## config.mk

```make
export PLATFORM = sky130hd
export DESIGN_NAME = flash_read_pm
export DESIGN_NICKNAME = d
export VERILOG_FILES = /design/src/rtl/frp_pkg.sv /design/src/rtl/frp_addr_watch.sv /design/src/rtl/frp_oe_delay.sv /design/src/rtl/frp_sector_map.sv /design/src/rtl/flash_read_pm.sv
export SDC_FILE = /design/constraint.sdc
export NUM_CORES = 1
export LEC_CHECK = 0
export ABC_AREA = 0
export BUFFER_PORTS_ARGS = -buffer_cell sky130_fd_sc_hd__buf_2
export CAP_MARGIN = 20
export CELL_PAD_IN_SITES_DETAIL_PLACEMENT = 1
export CELL_PAD_IN_SITES_GLOBAL_PLACEMENT = 1
export CORE_AREA = 2 2 83 85
export DETAILED_ROUTE_END_ITERATION = 10
export DIE_AREA = 0 0 85 87
export GPL_TIMING_DRIVEN = 0
export PLACE_DENSITY_LB_ADDON = 0.15
export SYNTH_ARGS = -nofsm -noshare
export SYNTH_HDL_FRONTEND = slang
export SYNTH_HIERARCHICAL = 1
export SYNTH_SLANG_ARGS = --single-unit
```

## constraint.sdc

```tcl
create_clock -name clk -period 4.1 [get_ports clk]
set_input_delay 0.41 -clock clk [delete_from_list [all_inputs] [get_ports clk]]
set_output_delay 0.41 -clock clk [all_outputs]
set_load 0.02 [all_outputs]
```

## src/rtl/frp_pkg.sv

```systemverilog
package frp_pkg;

  typedef enum logic [1:0] {
    PS_ACTIVE  = 2'd0,
    PS_STANDBY = 2'd1,
    PS_SLEEP   = 2'd2,
    PS_WAKING  = 2'd3
  } pwr_state_e;

  // sector index width and the number of upper address bits the map needs
  localparam int SECT_W   = 5;
  localparam int MAP_BITS = 7;

  // round a nanosecond delay up to whole clock cycles, never below one
  function automatic int ns_to_cyc(input int ns, input int period);
    int c;
    c = (ns + period - 1) / period;
    if (c < 1) c = 1;
    return c;
  endfunction

endpackage

```

## src/rtl/frp_addr_watch.sv

```systemverilog
module frp_addr_watch #(
  parameter int W       = 21,
  parameter int CNT_MAX = 15,
  localparam int CW     = $clog2(CNT_MAX + 1)
) (
  input  logic          clk,
  input  logic          rst_n,
  input  logic [W-1:0]  vec,
  input  logic          restart,
  output logic          primed,
  output logic          changed,
  output logic [CW-1:0] stable_cnt
);

  localparam logic [CW-1:0] CNT_TOP = CW'(CNT_MAX);

  logic [W-1:0] prev_q;

  // the first sampled value after reset is a baseline, not a change
  assign changed = primed && (vec != prev_q);

  always_ff @(posedge clk or negedge rst_n) begin
    if (!rst_n) begin
      prev_q     <= '0;
      primed     <= 1'b0;
      stable_cnt <= '0;
    end else begin
      prev_q <= vec;
      primed <= 1'b1;
      if (restart || changed || !primed)
        stable_cnt <= '0;
      else if (stable_cnt != CNT_TOP)
        stable_cnt <= stable_cnt + 1'b1;
    end
  end


  restart_clr_chk: assert property (@(posedge clk) disable iff (!rst_n)
    changed |=> (stable_cnt == '0));

endmodule

```

## src/rtl/frp_oe_delay.sv

```systemverilog
module frp_oe_delay #(
  parameter int OE_CYC = 3,
  localparam int CW    = $clog2(OE_CYC + 1)
) (
  input  logic clk,
  input  logic rst_n,
  input  logic en,
  output logic ready
);

  localparam logic [CW-1:0] CNT_TOP = CW'(OE_CYC);

  logic [CW-1:0] cnt_q;

  always_ff @(posedge clk or negedge rst_n) begin
    if (!rst_n)
      cnt_q <= '0;
    else if (!en)
      cnt_q <= '0;
    else if (cnt_q != CNT_TOP)
      cnt_q <= cnt_q + 1'b1;
  end

  assign ready = (cnt_q == CNT_TOP);


  oe_hold_chk: assert property (@(posedge clk) disable iff (!rst_n)
    ready |-> $past(en));

endmodule

```

## src/rtl/frp_sector_map.sv

```systemverilog
module frp_sector_map
  import frp_pkg::*;
#(
  parameter bit BOOT_TOP = 1'b1
) (
  input  logic [MAP_BITS-1:0] hi_bits,
  output logic [SECT_W-1:0]   sector_idx
);

  logic [3:0] slot;
  logic [2:0] sub;

  // upper four bits pick one of 16 equal slots; next three split the boot slot in eighths
  assign slot = hi_bits[MAP_BITS-1 -: 4];
  assign sub  = hi_bits[2:0];

  generate
    if (BOOT_TOP) begin : g_top_boot
      always_comb begin
        if (slot == 4'hF) begin
          case (sub)
            3'd0, 3'd1, 3'd2, 3'd3: sector_idx = SECT_W'(15);
            3'd4:                   sector_idx = SECT_W'(16);
            3'd5:                   sector_idx = SECT_W'(17);
            default:                sector_idx = SECT_W'(18);
          endcase
        end else begin
          sector_idx = {1'b0, slot};
        end
      end
    end else begin : g_bot_boot
      always_comb begin
        if (slot == 4'h0) begin
          case (sub)
            3'd0, 3'd1: sector_idx = SECT_W'(0);
            3'd2:       sector_idx = SECT_W'(1);
            3'd3:       sector_idx = SECT_W'(2);
            default:    sector_idx = SECT_W'(3);
          endcase
        end else begin
          sector_idx = {1'b0, slot} + SECT_W'(3);
        end
      end
    end
  endgenerate

endmodule

```

## src/rtl/flash_read_pm.sv

```systemverilog
module flash_read_pm
  import frp_pkg::*;
#(
  parameter int ADDR_W        = 19,
  parameter int DATA_W        = 16,
  parameter int CLK_PERIOD_NS = 10,
  parameter int T_ACC_NS      = 70,
  parameter int T_OE_NS       = 30,
  parameter int T_RH_NS       = 50,
  parameter int T_SLEEP_NS    = 150,
  parameter bit BOOT_TOP      = 1'b1
) (
  input  logic              clk,
  input  logic              rst_n,
  input  logic              chip_sel,
  input  logic              out_en,
  input  logic              dev_rst_n,
  input  logic              byte_mode,
  input  logic [ADDR_W:0]   addr,
  output logic [ADDR_W-1:0] mem_addr,
  input  logic [DATA_W-1:0] mem_rdata,
  output logic [DATA_W-1:0] dq_out,
  output logic              dq_oe,
  output logic              data_valid,
  output logic [1:0]        pwr_state,
  output logic [SECT_W-1:0] sector_idx
);

  localparam int ACC_CYC = ns_to_cyc(T_ACC_NS, CLK_PERIOD_NS);
  localparam int OE_CYC  = ns_to_cyc(T_OE_NS, CLK_PERIOD_NS);
  localparam int RH_CYC  = ns_to_cyc(T_RH_NS, CLK_PERIOD_NS);
  localparam int SLP_CYC = ns_to_cyc(T_SLEEP_NS, CLK_PERIOD_NS);
  localparam int CNT_W   = $clog2(SLP_CYC + 1);
  localparam int RH_W    = $clog2(RH_CYC + 1);
  localparam int LANE_W  = DATA_W / 2;
  localparam int VEC_W   = ADDR_W + 2;

  localparam logic [CNT_W-1:0] ACC_LAST = CNT_W'(ACC_CYC - 1);
  localparam logic [CNT_W-1:0] SLP_LAST = CNT_W'(SLP_CYC - 1);
  localparam logic [RH_W-1:0]  RH_LAST  = RH_W'(RH_CYC - 1);

  pwr_state_e        state_q;
  logic              rh_pend_q;
  logic [RH_W-1:0]   wake_cnt_q;
  logic              data_ok_q;
  logic              armed_q;
  logic              cs_prev_q;
  logic [DATA_W-1:0] dq_q;

  logic              primed;
  logic              changed;
  logic [CNT_W-1:0]  stable_cnt;
  logic              oe_ready;
  logic [VEC_W-1:0]  watch_vec;
  logic [DATA_W-1:0] rd_fmt;
  logic              lane_hi;
  logic              in_access;
  logic              cs_toggled;

  // ---------------- address path ----------------
  assign mem_addr  = byte_mode ? addr[ADDR_W:1] : addr[ADDR_W-1:0];
  assign lane_hi   = byte_mode & addr[0];
  // in word mode the lane bit position above the word address is ignored
  assign watch_vec = {byte_mode, byte_mode ? addr : {1'b0, addr[ADDR_W-1:0]}};

  always_comb begin
    if (byte_mode)
      rd_fmt = {{(DATA_W - LANE_W){1'b0}},
                lane_hi ? mem_rdata[DATA_W-1:LANE_W] : mem_rdata[LANE_W-1:0]};
    else
      rd_fmt = mem_rdata;
  end

  assign in_access = (state_q == PS_ACTIVE) || (state_q == PS_SLEEP);

  frp_addr_watch #(
    .W       (VEC_W),
    .CNT_MAX (SLP_CYC)
  ) u_watch (
    .clk        (clk),
    .rst_n      (rst_n),
    .vec        (watch_vec),
    .restart    (!in_access),
    .primed     (primed),
    .changed    (changed),
    .stable_cnt (stable_cnt)
  );

  frp_oe_delay #(
    .OE_CYC (OE_CYC)
  ) u_oe (
    .clk   (clk),
    .rst_n (rst_n),
    .en    (out_en & chip_sel),
    .ready (oe_ready)
  );

  frp_sector_map #(
    .BOOT_TOP (BOOT_TOP)
  ) u_map (
    .hi_bits    (mem_addr[ADDR_W-1 -: MAP_BITS]),
    .sector_idx (sector_idx)
  );

  // ---------------- power-state machine ----------------
  assign cs_toggled = primed && (chip_sel != cs_prev_q);

  always_ff @(posedge clk or negedge rst_n) begin
    if (!rst_n) begin
      state_q    <= PS_STANDBY;
      rh_pend_q  <= 1'b0;
      wake_cnt_q <= '0;
      data_ok_q  <= 1'b0;
      armed_q    <= 1'b0;
      cs_prev_q  <= 1'b0;
      dq_q       <= '0;
    end else begin
      cs_prev_q <= chip_sel;
      if (!dev_rst_n || cs_toggled || changed)
        armed_q <= 1'b1;

      if (!dev_rst_n) begin
        state_q   <= PS_STANDBY;
        rh_pend_q <= 1'b1;
        data_ok_q <= 1'b0;
      end else begin
        unique case (state_q)
          PS_STANDBY: begin
            if (rh_pend_q) begin
              state_q    <= PS_WAKING;
              wake_cnt_q <= '0;
              rh_pend_q  <= 1'b0;
            end else if (chip_sel) begin
              state_q <= PS_ACTIVE;
            end
          end
          PS_WAKING: begin
            if (wake_cnt_q == RH_LAST)
              state_q <= chip_sel ? PS_ACTIVE : PS_STANDBY;
            else
              wake_cnt_q <= wake_cnt_q + 1'b1;
          end
          PS_ACTIVE: begin
            if (!chip_sel) begin
              state_q   <= PS_STANDBY;
              data_ok_q <= 1'b0;
            end else if (changed) begin
              data_ok_q <= 1'b0;
            end else if (!data_ok_q && armed_q && stable_cnt == ACC_LAST) begin
              data_ok_q <= 1'b1;
              dq_q      <= rd_fmt;
            end else if (data_ok_q && stable_cnt == SLP_LAST) begin
              state_q <= PS_SLEEP;
            end
          end
          PS_SLEEP: begin
            if (!chip_sel) begin
              state_q   <= PS_STANDBY;
              data_ok_q <= 1'b0;
            end else if (changed) begin
              state_q   <= PS_ACTIVE;
              data_ok_q <= 1'b0;
            end
          end
          default: state_q <= PS_STANDBY;
        endcase
      end
    end
  end

  // ---------------- outputs ----------------
  assign pwr_state  = state_q;
  assign data_valid = data_ok_q;
  assign dq_out     = dq_q;
  assign dq_oe      = data_ok_q && oe_ready && out_en && chip_sel && dev_rst_n;

  // ---------------- assertions ----------------

  oe_needs_data_chk: assert property (@(posedge clk) disable iff (!rst_n)
    dq_oe |-> (data_ok_q && in_access));


  standby_hiz_chk: assert property (@(posedge clk) disable iff (!rst_n)
    (state_q == PS_STANDBY) |-> (!dq_oe && !data_valid));


  wake_novalid_chk: assert property (@(posedge clk) disable iff (!rst_n)
    (state_q == PS_WAKING) |-> !data_ok_q);


  wake_entry_chk: assert property (@(posedge clk) disable iff (!rst_n)
    (state_q == PS_WAKING && $past(state_q) != PS_WAKING) |->
      ($past(state_q) == PS_STANDBY && $past(dev_rst_n)));


  sleep_valid_chk: assert property (@(posedge clk) disable iff (!rst_n)
    (state_q == PS_SLEEP) |-> data_ok_q);


  sleep_hold_chk: assert property (@(posedge clk) disable iff (!rst_n)
    (state_q == PS_SLEEP && $past(state_q) == PS_SLEEP) |-> $stable(dq_q));


  sleep_cancel_chk: assert property (@(posedge clk) disable iff (!rst_n)
    (state_q == PS_SLEEP && changed) |=> (state_q != PS_SLEEP));


  unarmed_chk: assert property (@(posedge clk) disable iff (!rst_n)
    !armed_q |-> !data_ok_q);

endmodule

```

# --- Yosys cells after proc, flatten, opt, wreduce, memory -nomap -nowiden ---
# Cells that the tools add are included.
op_classes:
  reduce_logical: 27
  mux: 34
  n_eq_ne: 29
  n_bitwise: 3
  n_addsub: 3
ops:
  columns: ["cell", "count"]
  rows:
  - ["2-bit two-way mux", 12]
  - ["21-bit != test", 1]
  - ["20-bit two-way mux", 1]
  - ["4-bit != test (second input constant)", 5]
  - ["19-bit two-way mux", 1]
  - ["16-bit two-way mux", 1]
  - ["5-bit one-hot mux with 3 select lines", 1]
  - ["3-bit equality test (second input constant)", 3]
  - ["1-bit logical AND", 9]
  - ["1-bit two-way mux", 9]
  - ["4-bit equality test (second input constant)", 2]
  - ["4-bit two-way mux", 2]
  - ["8-bit two-way mux", 1]
  - ["2-bit != test (second input constant)", 4]
  - ["2-bit one-hot mux with 4 select lines", 1]
  - ["2-bit equality test (second input constant)", 3]
  - ["3-bit by 2-bit equality test with 1-bit output (second input constant)", 2]
  - ["3-bit two-way mux", 2]
  - ["3-bit one-hot mux with 2 select lines", 1]
  - ["6-bit AND reduction", 1]
  - ["1-bit logical OR", 5]
  - ["5-bit two-way mux", 1]
  - ["5-bit by 4-bit != test with 1-bit output (second input constant)", 1]
  - ["5-bit AND reduction", 1]
  - ["other kinds (21)", 26]
totals:
  elab_cells: 107
  regBits: 53
  input_bits: 42
  output_inout_bits: 44

# --- Logic depth before layout (Yosys ltp) ---
logic_depth:
  ltp_word: 8
  ltp_mapped: 11
  ltp_nobuf: 8

# --- Hierarchy ---
# The synthesis kept the hierarchy.
modules_own_cells:
  columns: ["module", "seq_area_each_um2", "cells_per_inst", "area_each_um2", "instances"]
  rows:
  - ["flash_read_pm", 626.9, 152, 1498.9, 1]
  - ["frp_addr_watch", 650.6, 71, 1001.0, 1]
  - ["frp_oe_delay", 50.0, 7, 93.8, 1]
  - ["frp_sector_map", 0.0, 9, 65.1, 1]

# --- Worst setup path before layout ---
# Ideal clock, no wire load.
synth_path:
  kind: "input-to-reg"
  from: "in byte_mode"
  to: "reg dq_q[10], in the netlist dq_out[10]"
  path_stages: 11
  setup_ns: 0.121
  arrival_ns: 2.243
  t_required_ns: 3.979
  n_path_buf: 3
  path_slack_ns: 1.736
  cell_sequence: "buf_2 -> buf_2 -> and2_1 -> xnor2_1 -> nand4_1 -> o31a_2 -> and2b_1 -> nand4b_2 -> buf_4 -> nand2_1 -> o21ai_1"
synth_via:
  elab_chain_cells: 5
  elab_cells_between_ends: 6
  classes_between: "eq/ne (1); mux (2); bitwise (1); reduce/logical (2)"
synth_lines:
  columns: ["item", "line_no", "text"]
  rows:
  - ["from (decl)", "flash_read_pm.sv:18", "input logic byte_mode,"]
  - ["20-bit two-way mux", "flash_read_pm.sv:64", "assign watch_vec = {byte_mode, byte_mode ? addr : {1'b0, addr[ADDR_W-1:0]}};"]
  - ["named net watch_vec[19]", "flash_read_pm.sv:54", "logic [VEC_W-1:0] watch_vec;"]
  - ["21-bit != test", "frp_addr_watch.sv:20", "assign changed = primed && (vec != prev_q);"]
  - ["1-bit logical AND", "frp_addr_watch.sv:20", null]
  - ["named net changed", "flash_read_pm.sv:51", "logic changed;"]
  - ["1-bit NOT (no source line)", null, null]
  - ["5-bit AND reduction (no source line)", null, null]
  - ["to (signal assigned)", "flash_read_pm.sv:151", "dq_q <= rd_fmt;"]
  - ["to (decl)", "flash_read_pm.sv:48", "logic [DATA_W-1:0] dq_q;"]
# The timed path passes the listed nets, and every way through them passes these cells.
# A chain may end at the register's enable or synchronous reset.

# --- Final worst setup path ---
layout_path:
  from: "in byte_mode"
  to: "reg dq_q[14], in the netlist dq_out[14]"
# The elaborated chain is that of the path after synthesis.

==> summary.md <==
| Metric | Value |
|---|---|
| Total CTS buffers | `5` |
| Max H-tree Level | `2` |
| EDFF count, synth | `0` |
| Clk buf depth | `2` |
| Post-CTS Resized | `0` |
| Congestion Overflow GR | `0` |
| Part of the Yosys area used for sequential elements | `0.4993` |
| Die height | `87 um` |
| Required time of the critical path | `roughly 4.3 ns` |
| Synth top area share | `0.4894` |
| Endpoints failing hold | `0` |
| Chip Width | `85 um` |
| Top sig layer | `met4` |
| Syn avg cell area | `11.12 um^2` |
| Worst R2R Setup Slack | `1.64 ns` |
| Flops & latches, synth | `53` |
| Met3 wire length | `roughly 250 um` |
| Post-synthesis simple-gate area fraction | `0.1661` |
| Multiplexer share of the synthesized area | `0.1219` |
| Path category of the worst min-delay check | `primary input to asynchronous set/reset pin` |
| Ys flop type | `dfrtp_1` |
| Core ar. | `approximately 6600 um^2` |
| PwrDens | `336.3 nW/um^2` |
| Largest net degree at the start of global routing | `31` |
| Post-route setup slack | `1.403 ns` |
| Worst flop-to-flop path endpoint | `dq_out[14]$_DFFE_PN0P_` |
| Starting Density | `0.4048` |
| Setup WS pre-CTS | `roughly 1.1 ns` |
| Synth Area in XOR/XNOR | `0.07906` |
| Number of setup buffers added after CTS | `0` |
| Largest family of logic cells by synthesized area | `simple AND/OR/NAND/NOR gates` |
| Cell Count, Final, Fillers Out | `413` |
| Fmax achieved | `roughly 0.37 GHz` |
| # rows | `30` |
| Final nets | `378` |
| Reg clk slew, reported paths | `0.11 ns` |
| Cell taking the most area after synthesis | `dfrtp_1` |
| Critical Path Slowest Stage Cell | `o31a_2` |
| Reg2reg start | `u_watch/prev_q[14]$_DFF_PN0_` |
| Root buf cell | `clkbuf_8` |
| Startpoint Class | `primary input` |
| Most area-consuming cells after synthesis | `dfrtp_1 (49%), mux2_2 (8.0%), xor2_1 (6.3%)` |
| Crit path DAT | `2.90 ns` |
| Die ar. | `around 7400 um^2` |
| Via count | `2107` |
| Critical Path Fanout Max | `10` |
| Routed WL | `6594 um` |
| Adder-cell share of the synthesized area | `0.01882` |
| Synthesized area | `about 2700 um^2` |
| Placed cell count | `405` |
| Diode count | `0` |
| Core Util, Final | `0.5027` |
| Met1 wire length | `2885 um` |
| First-pass GRT wire length | `10900 um` |
| Latest clock arrival within the worst-skew pair | `0.31 ns` |
| Layout cell share with drive strength beyond 1 | `0.3934` |
| Total power draw | `about 1.1 mW` |
| Setup Viol. Count Final | `0` |
| Worst path max stage delay | `around 0.38 ns` |
| Post-route DRC | `0` |
| Post-synthesis async set-or-reset flop share | `1.000` |
| RSZ-0062 raised after global routing | `no` |
| Mapped Nets | `285` |
| CTS tree | `yes` |
| Critical path cell sequence | `buf_2 -> buf_2 -> buf_2 -> and2_1 -> xnor2_1 -> nand4_1 -> o31a_2 -> and2b_1 -> nand4b_2 -> buf_4 -> nand2_1 -> o21ai_1` |
| Maximum VDD drop | `0.1739 mV` |
| Slew Limit Fails | `0` |
| Slew HR | `0.5081` |
| Most numerous cell in the Yosys netlist | `dfrtp_1` |
| Routed len/inst | `~16 um` |
| Clock sinks | `53` |
| Drt pass-1 iters | `3` |
| Max-Cap Viols | `0` |
| Tmin final | `2.697 ns` |
| Hold buffers post-CTS | `0` |
| Port Buffers | `85` |
| Final period util | `0.6579` |
| Status | `finished clean` |
| Vias in the first global route | `2301` |
| Top cells by count, synth | `dfrtp_1 (52), nand2_1 (25), mux2_2 (19), xor2_1 (19), o21ai_1 (16)` |
| Cell variety after synth | `between 40 and 50` |
| Antenna violations before repair | `0` |
| Gr usage total | `0.1849` |
| Actual slew at the worst max-slew pin | `0.7379 ns` |
| Yosys warns | `6` |
| Area delta synth->final | `24.19%` |
| Worst setup EP type | `flip-flop` |
| GP Congestion | `0.7686` |
| Lkg Pwr | `1.630 nW` |
| Setup TNS | `0 ns` |
| Metal2 WL | `between 3000 and 4000 um` |
| Compound-Gate Fraction of Synth Area | `0.08424` |
| Via density | `around 5` |
| Clock skew | `about 0.015 ns` |
| CP most frequent cell | `buf_2` |
| DP HPWL | `5129 um` |
| Synth Instances | `239` |
| # IOs | `86` |
| Cells on worst reg2reg path | `9` |
| Post-route ant nets | `0` |
| Critical path class | `primary input to flip-flop` |
| Starting DRC count in detailed routing | `61` |
-- per-layer routing --
metal / global-route usage / vias to the layer above
met2: 0.3295 / 44
met5: 0 / -
met4: 0.04762 / 0
met3: 0.03507 / 6
met1: 0.2309 / 1041
li1: - / 1016
-- cell families after synthesis --
group,Yosys count
buffers and inverters,14
xor gates and xnor gates,24
DFF,53
other,1
muxes,30
and+or+nand+nor,77
AOI/OAI and AO/OA,36
adders and majority gates,4
-- power by group --
part | internal [mW] | switching [mW]
clock network | 0.122 | 0.183
logic | 0.101 | 0.133
registers | 0.549 | 0.0224
total | 0.772 | 0.339
-- how the worst max path moves through the flow --
stage	startpoint	endpoint	slack [ns]
global route	byte_mode	dq_out[13]$_DFFE_PN0P_	1.19
CTS	byte_mode	dq_out[14]$_DFFE_PN0P_	1.39
finish	byte_mode	dq_out[14]$_DFFE_PN0P_	1.40
detailed placement	byte_mode	dq_out[13]$_DFFE_PN0P_	1.06
floorplan	byte_mode	dq_out[10]$_DFFE_PN0P_	1.74
global placement	byte_mode	dq_out[12]$_DFFE_PN0P_	1.15
-- final cells by class --
cell class,instances,area [um^2]
fillers,757,3267
flip-flops and latches,53,1328
multi-input cells,172,1254
repair buffers,86,452.9
well taps,80,100.1
clock buffers,5,68.82
plain buffers,10,62.56
clock inverters,3,21.27
inverters,4,15.01
-- registers in the layout, indices dropped and copies added, names as in the netlist --
name and flops:
u_watch/prev_q 21, dq_out 16, u_watch/stable_cnt 4, wake_cnt_q 3
pwr_state 2, u_oe/cnt_q 2, armed_q 1, cs_prev_q 1
data_valid 1, rh_pend_q 1, u_watch/primed 1
-- worst max-delay path: cells and delay by family --
| kind | cells | cell delay (ns) |
|---|---|---|
| buffers and inverters | 4 | 0.88 |
| AOI/OAI and AO/OA | 2 | 0.44 |
| and+or+nand+nor | 5 | 1.04 |
| xor gates and xnor gates | 1 | 0.13 |
-- cell usage in the layout (no fill, tap or decap), drive strengths merged, types with 2 or more instances in the layout --
master | synthesis | layout
mux2 | 19 | 19
nand4b | 2 | 2
buf | 8 | 94
nand4 | 2 | 2
and3 | 2 | 2
nand2b | 9 | 9
a21boi | 3 | 3
nand3b | 2 | 2
and4 | 2 | 2
and2 | 4 | 4
nor2 | 4 | 4
o211ai | 2 | 2
xnor2 | 5 | 5
a22o | 2 | 2
nand2 | 26 | 26
nor2b | 3 | 3
nor3 | 2 | 2
nor3b | 3 | 3
nor4 | 8 | 8
clkbuf | 2 | 7
ha | 4 | 4
a21oi | 3 | 3
xor2 | 19 | 19
nand3 | 7 | 7
o21ai | 20 | 20
mux2i | 11 | 11
dfrtp | 52 | 52
inv | 4 | 5
-- metrics by stage --
| step | cell area, um^2 | hold WS (ns) |
|---|---|---|
| 3_3_place_gp | 3184 | 0.4618 |
| 5_1_grt | 3302 | 0.1926 |
| 2_1_floorplan | 2659 | 0.1144 |
| 3_5_place_dp | 3212 | 0.4740 |
| 4_1_cts | 3302 | 0.1673 |
| 6_report | 3302 | 0.1436 |
(Power assumes the default switching activity.)
